## src/rtl/lcc_pkg.sv

```systemverilog
package lcc_pkg;
    typedef enum logic [1:0] {
        S_IDLE = 2'd0,
        S_HEAD = 2'd1,
        S_TAIL = 2'd2
    } lcc_state_e;

    localparam int FMT_LONG_BIT = 7;
    localparam int FMT_OP_BIT   = 6;
    localparam int FMT_CLK_HI   = 5;
    localparam int FMT_CLK_LO   = 4;
    localparam int FMT_IMM_W    = 4;
endpackage

```

## src/rtl/lcc_table.sv

```systemverilog
module lcc_table #(
    parameter int N_SIG = 32,
    localparam int IDX_W = $clog2(N_SIG)
) (
    input  logic             clk,
    input  logic             rst_n,
    input  logic             load_i,
    input  logic [N_SIG-1:0] pin_vals_i,
    input  logic [N_SIG-1:0] clk_mask_i,
    input  logic             wr_en_i,
    input  logic [IDX_W-1:0] wr_idx_i,
    input  logic             wr_data_i,
    input  logic [IDX_W-1:0] rd_idx_i,
    output logic             rd_valid_o,
    output logic             rd_data_o
);
    logic [N_SIG-1:0] valid_q;
    logic [N_SIG-1:0] data_q;

    // load has priority over a result write in the same cycle
    always_ff @(posedge clk) begin
        if (!rst_n) begin
            valid_q <= '0;
            data_q  <= '0;
        end else if (load_i) begin
            valid_q <= ~clk_mask_i;
            data_q  <= pin_vals_i & ~clk_mask_i;
        end else if (wr_en_i) begin
            valid_q[wr_idx_i] <= 1'b1;
            data_q[wr_idx_i]  <= wr_data_i;
        end
    end

    assign rd_valid_o = valid_q[rd_idx_i];
    assign rd_data_o  = data_q[rd_idx_i];
endmodule

```

## src/rtl/lcc_compare.sv

```systemverilog
module lcc_compare #(
    parameter int N_CLK = 8,
    parameter int CLK_W = 12,
    localparam int SEL_W = $clog2(N_CLK)
) (
    input  logic [7:0]             head_i,
    input  logic [7:0]             tail_i,
    input  logic                   long_i,
    input  logic [N_CLK*CLK_W-1:0] clocks_i,
    output logic                   result_o
);
    import lcc_pkg::*;

    logic [SEL_W-1:0] sel;
    logic [CLK_W-1:0] cval;
    logic [CLK_W-1:0] imm_long;
    logic [FMT_IMM_W-1:0] imm_short;
    logic             op_eq;

    always_comb begin
        sel       = SEL_W'({head_i[FMT_CLK_HI:FMT_CLK_LO], long_i});
        cval      = clocks_i[int'(sel)*CLK_W +: CLK_W];
        imm_short = head_i[FMT_IMM_W-1:0];
        imm_long  = CLK_W'({head_i[FMT_IMM_W-1:0], tail_i});
        op_eq     = head_i[FMT_OP_BIT];
        if (long_i)
            result_o = op_eq ? (cval == imm_long) : (cval < imm_long);
        else
            result_o = op_eq ? (cval[FMT_IMM_W-1:0] == imm_short)
                             : (cval[FMT_IMM_W-1:0] < imm_short);
    end
endmodule

```

## src/rtl/lcc_fsm.sv

```systemverilog
module lcc_fsm #(
    parameter int N_SIG  = 32,
    parameter int MEM_AW = 8,
    localparam int IDX_W = $clog2(N_SIG)
) (
    input  logic              clk,
    input  logic              rst_n,
    input  logic              load_i,
    input  logic              req_i,
    input  logic [IDX_W-1:0]  req_idx_i,
    input  logic              hit_valid_i,
    input  logic [7:0]        mem_rdata_i,
    input  logic              cmp_res_i,
    output logic              busy_o,
    output logic              ready_o,
    output logic [MEM_AW-1:0] mem_addr_o,
    output logic [7:0]        cmp_head_o,
    output logic [7:0]        cmp_tail_o,
    output logic              cmp_long_o,
    output logic              wr_en_o,
    output logic [IDX_W-1:0]  wr_idx_o
);
    import lcc_pkg::*;

    lcc_state_e       state_q, state_d;
    logic [IDX_W-1:0] idx_q;
    logic [7:0]       head_q;
    logic             is_long;

    assign is_long = mem_rdata_i[FMT_LONG_BIT];

    always_comb begin
        state_d = state_q;
        if (load_i) begin
            state_d = S_IDLE;
        end else begin
            unique case (state_q)
                S_IDLE: if (req_i && !hit_valid_i) state_d = S_HEAD;
                S_HEAD: state_d = is_long ? S_TAIL : S_IDLE;
                S_TAIL: state_d = S_IDLE;
                default: state_d = S_IDLE;
            endcase
        end
    end

    always_ff @(posedge clk) begin
        if (!rst_n) begin
            state_q <= S_IDLE;
            idx_q   <= '0;
            head_q  <= '0;
        end else begin
            state_q <= state_d;
            if (state_q == S_IDLE && req_i) idx_q <= req_idx_i;
            if (state_q == S_HEAD) head_q <= mem_rdata_i;
        end
    end

    always_comb begin
        busy_o     = 1'b0;
        ready_o    = 1'b0;
        mem_addr_o = MEM_AW'(idx_q);
        cmp_head_o = mem_rdata_i;
        cmp_tail_o = 8'h00;
        cmp_long_o = 1'b0;
        wr_en_o    = 1'b0;
        wr_idx_o   = idx_q;
        unique case (state_q)
            S_IDLE: ready_o = req_i && hit_valid_i && !load_i;
            S_HEAD: begin
                busy_o  = 1'b1;
                wr_en_o = !is_long;
            end
            S_TAIL: begin
                busy_o     = 1'b1;
                mem_addr_o = MEM_AW'(idx_q) + MEM_AW'(1);
                cmp_head_o = head_q;
                cmp_tail_o = mem_rdata_i;
                cmp_long_o = 1'b1;
                wr_en_o    = 1'b1;
            end
            default: busy_o = 1'b0;
        endcase
    end
endmodule

```

## src/rtl/lazy_cc_cache.sv

```systemverilog
module lazy_cc_cache #(
    parameter int N_SIG  = 32,
    parameter int N_CLK  = 8,
    parameter int CLK_W  = 12,
    parameter int MEM_AW = 8,
    localparam int IDX_W = $clog2(N_SIG)
) (
    input  logic                   clk,
    input  logic                   rst_n,
    input  logic                   load_i,
    input  logic [N_SIG-1:0]       pin_vals_i,
    input  logic [N_SIG-1:0]       clk_mask_i,
    input  logic                   req_i,
    input  logic [IDX_W-1:0]       req_idx_i,
    output logic                   ready_o,
    output logic                   sig_o,
    output logic                   busy_o,
    output logic [MEM_AW-1:0]      mem_addr_o,
    input  logic [7:0]             mem_rdata_i,
    input  logic [N_CLK*CLK_W-1:0] clocks_i
);
    logic             hit_valid;
    logic             cmp_res;
    logic [7:0]       cmp_head;
    logic [7:0]       cmp_tail;
    logic             cmp_long;
    logic             wr_en;
    logic [IDX_W-1:0] wr_idx;

    lcc_table #(.N_SIG(N_SIG)) u_table (
        .clk        (clk),
        .rst_n      (rst_n),
        .load_i     (load_i),
        .pin_vals_i (pin_vals_i),
        .clk_mask_i (clk_mask_i),
        .wr_en_i    (wr_en),
        .wr_idx_i   (wr_idx),
        .wr_data_i  (cmp_res),
        .rd_idx_i   (req_idx_i),
        .rd_valid_o (hit_valid),
        .rd_data_o  (sig_o)
    );

    lcc_compare #(.N_CLK(N_CLK), .CLK_W(CLK_W)) u_cmp (
        .head_i   (cmp_head),
        .tail_i   (cmp_tail),
        .long_i   (cmp_long),
        .clocks_i (clocks_i),
        .result_o (cmp_res)
    );

    lcc_fsm #(.N_SIG(N_SIG), .MEM_AW(MEM_AW)) u_fsm (
        .clk         (clk),
        .rst_n       (rst_n),
        .load_i      (load_i),
        .req_i       (req_i),
        .req_idx_i   (req_idx_i),
        .hit_valid_i (hit_valid),
        .mem_rdata_i (mem_rdata_i),
        .cmp_res_i   (cmp_res),
        .busy_o      (busy_o),
        .ready_o     (ready_o),
        .mem_addr_o  (mem_addr_o),
        .cmp_head_o  (cmp_head),
        .cmp_tail_o  (cmp_tail),
        .cmp_long_o  (cmp_long),
        .wr_en_o     (wr_en),
        .wr_idx_o    (wr_idx)
    );
endmodule

```

## config.mk

```make
export PLATFORM = sky130hd
export DESIGN_NAME = lazy_cc_cache
export DESIGN_NICKNAME = d
export VERILOG_FILES = /design/src/rtl/lcc_pkg.sv /design/src/rtl/lcc_table.sv /design/src/rtl/lcc_compare.sv /design/src/rtl/lcc_fsm.sv /design/src/rtl/lazy_cc_cache.sv
export SDC_FILE = /design/constraint.sdc
export NUM_CORES = 1
export LEC_CHECK = 0
export ABC_CLOCK_PERIOD_IN_PS = 5300
export BUFFER_PORTS_ARGS = -buffer_cell sky130_fd_sc_hd__buf_2
export CAP_MARGIN = 30
export CORE_UTILIZATION = 31
export CTS_CLUSTER_SIZE = 24
export DETAILED_ROUTE_END_ITERATION = 8
export PLACE_DENSITY = 0.49
export SYNTH_ARGS = -nofsm -noshare
export SYNTH_HDL_FRONTEND = slang
export SYNTH_HIERARCHICAL = 1
export SYNTH_SLANG_ARGS = --single-unit
```

## constraint.sdc

```tcl
create_clock -name clk -period 5.3 [get_ports clk]
set_input_delay 0.265 -clock clk [delete_from_list [all_inputs] [get_ports clk]]
set_output_delay 0.265 -clock clk [all_outputs]
set_load 0.1 [all_outputs]
```

==> out/metrics.csv <==
metric,value,unit
status,"finished, final reports clean",
postCtsSetupBuffers,0,
ctsHoldBuffers,0,
rsz0062_at_grt,false,
wl_per_cell,17.5,um
clk_latency,0.34,ns
routabilityCongestion,0.805,
yosys_warnings,6,
synth.cell_area,5610,um2
setup_viol,0,
area_growth,23.3,%
drt_drc_violations_left,0,
ant_nets,0,
grt_pass1_wl,26.9,mm
start_kind,flip-flop,
fin_crit_sh,87.9,%
root_buffer,clkbuf_16,
finalNonFillerCells,981,
ir_drop,0.000158,V
post-route-min-period,4.66,ns
h-tree-depth,3,
numPortBuffers,185,
dp_hpwl,13.2,mm
critical_path.max_fanout,20,
cts_resized,0,
skew,0.00765,ns
dieArea,18600,um2
maxCapViolCount,0,
cts_made_buffers,9,
finalSetupTns,0,ns
postPlaceCellArea,6630,um2
grt-ovfl-total,0,
rrSetupSlack,0.64,ns
worst_hold_slack,0.113,ns
die_h,136,um
power.density,233,nW/um2
final.fill_count,1796,
slew-limit-headroom,40.0,%
placed_cells,966,
drive_gt1_share,31.5,%
syn_avg_cell_area,9.42,um2
clock_path_buffers,2,
final_nets,949,
core_area,17500,um2
crit_arrival,4.94,ns
fmax,0.215,GHz
endpoint_kind,flip-flop,
leakage,2.80,nW
tightest_slew,0.900,ns
antenna_cells,0,
grt_usage,18.8,%
path_class,reg -> reg,
fp.dieW,136,um
antenna_found_initial,0,
final_common_cell,buf_2,
place_ws,0.629,ns
via_per_inst,5.32,
worstHoldPathType,in -> reg,
finalInstanceArea,6910,um2
cts_tree,built,
setup_ws,0.640,ns
most-common-layout-cells,"184 x buf_2, 78 x dfxtp_1, 61 x mux2i_1",
via_count,5220,
clkTransAtPathRegs,0.06,ns
cts.sinks,78,
total_power,1.61,mW
synth_cells,595,
slew_viol_final,0,
final-hold-violation-count,0,
top_level_ports,188,
routed_wl,17.2,mm
drt-initial-drc-count,337,
critPathRequiredTime,5.58,ns
grt_max_degree,72,
grt_pass1_vias,5206,
initial_utilization,32.1,%
rows,48,
dr.pass1.iters,5,
post-route-util,39.6,%
==> cell type report <==
class                      instances  area (um2)  area share (%)
multi-input combinational        455        3740            54.1
sequential                        78        1560            22.6
timing repair buffer             192         981            14.2
tap                              225         282            4.07
clock buffer                       9         225            3.26
clock inverter                     6        63.8           0.923
inverter                          16        60.1           0.869
==> metal layers <==
metal	track usage, %	part of all wire [%]	wire, um
met1	24.3	46	7880
met2	31.5	48	8210
met3	3.24	4.9	839
met4	5.74	1.4	246
met5	0	0	0
==> power breakdown <==
group          switching [mW]  total [mW]  internal [mW]
clock network           0.253       0.614          0.361
registers              0.0244       0.642          0.618
logic                   0.195       0.357          0.162
==> state kept, by name, summed over array words and instances (netlist names) <==
signal           cells
u_fsm/state_q        2
u_fsm/wr_idx_o       5
u_fsm/head_q         7
u_table/data_q      32
u_table/valid_q     32
==> critical path, cell delays in order, from the launching register on <==
cell      delay [ns]
dfxtp_1         0.32
inv_1           0.09
ha_2            0.29
buf_4           0.33
buf_4           0.32
mux4_1          0.59
mux2_2          0.30
ha_1            0.28
nor2b_1         0.14
o21a_1          0.17
o21ai_0         0.15
a221oi_1        0.10
a31oi_1         0.30
nor4b_2         0.75
mux2i_1         0.18
o22a_1          0.21
nor2_1          0.07
==> final timing paths <==
path | start | endpoint | cells past startpoint
max | u_fsm/state_q[0] | u_table/data_q[24] | 16
min | clk_mask_i[13] | u_table/valid_q[13] | 2
max reg2reg | u_fsm/state_q[0] | u_table/data_q[24] | 16
min reg2reg | u_fsm/head_q[5] | u_fsm/head_q[5] | 2
Power figures use the tool's default switching activity.
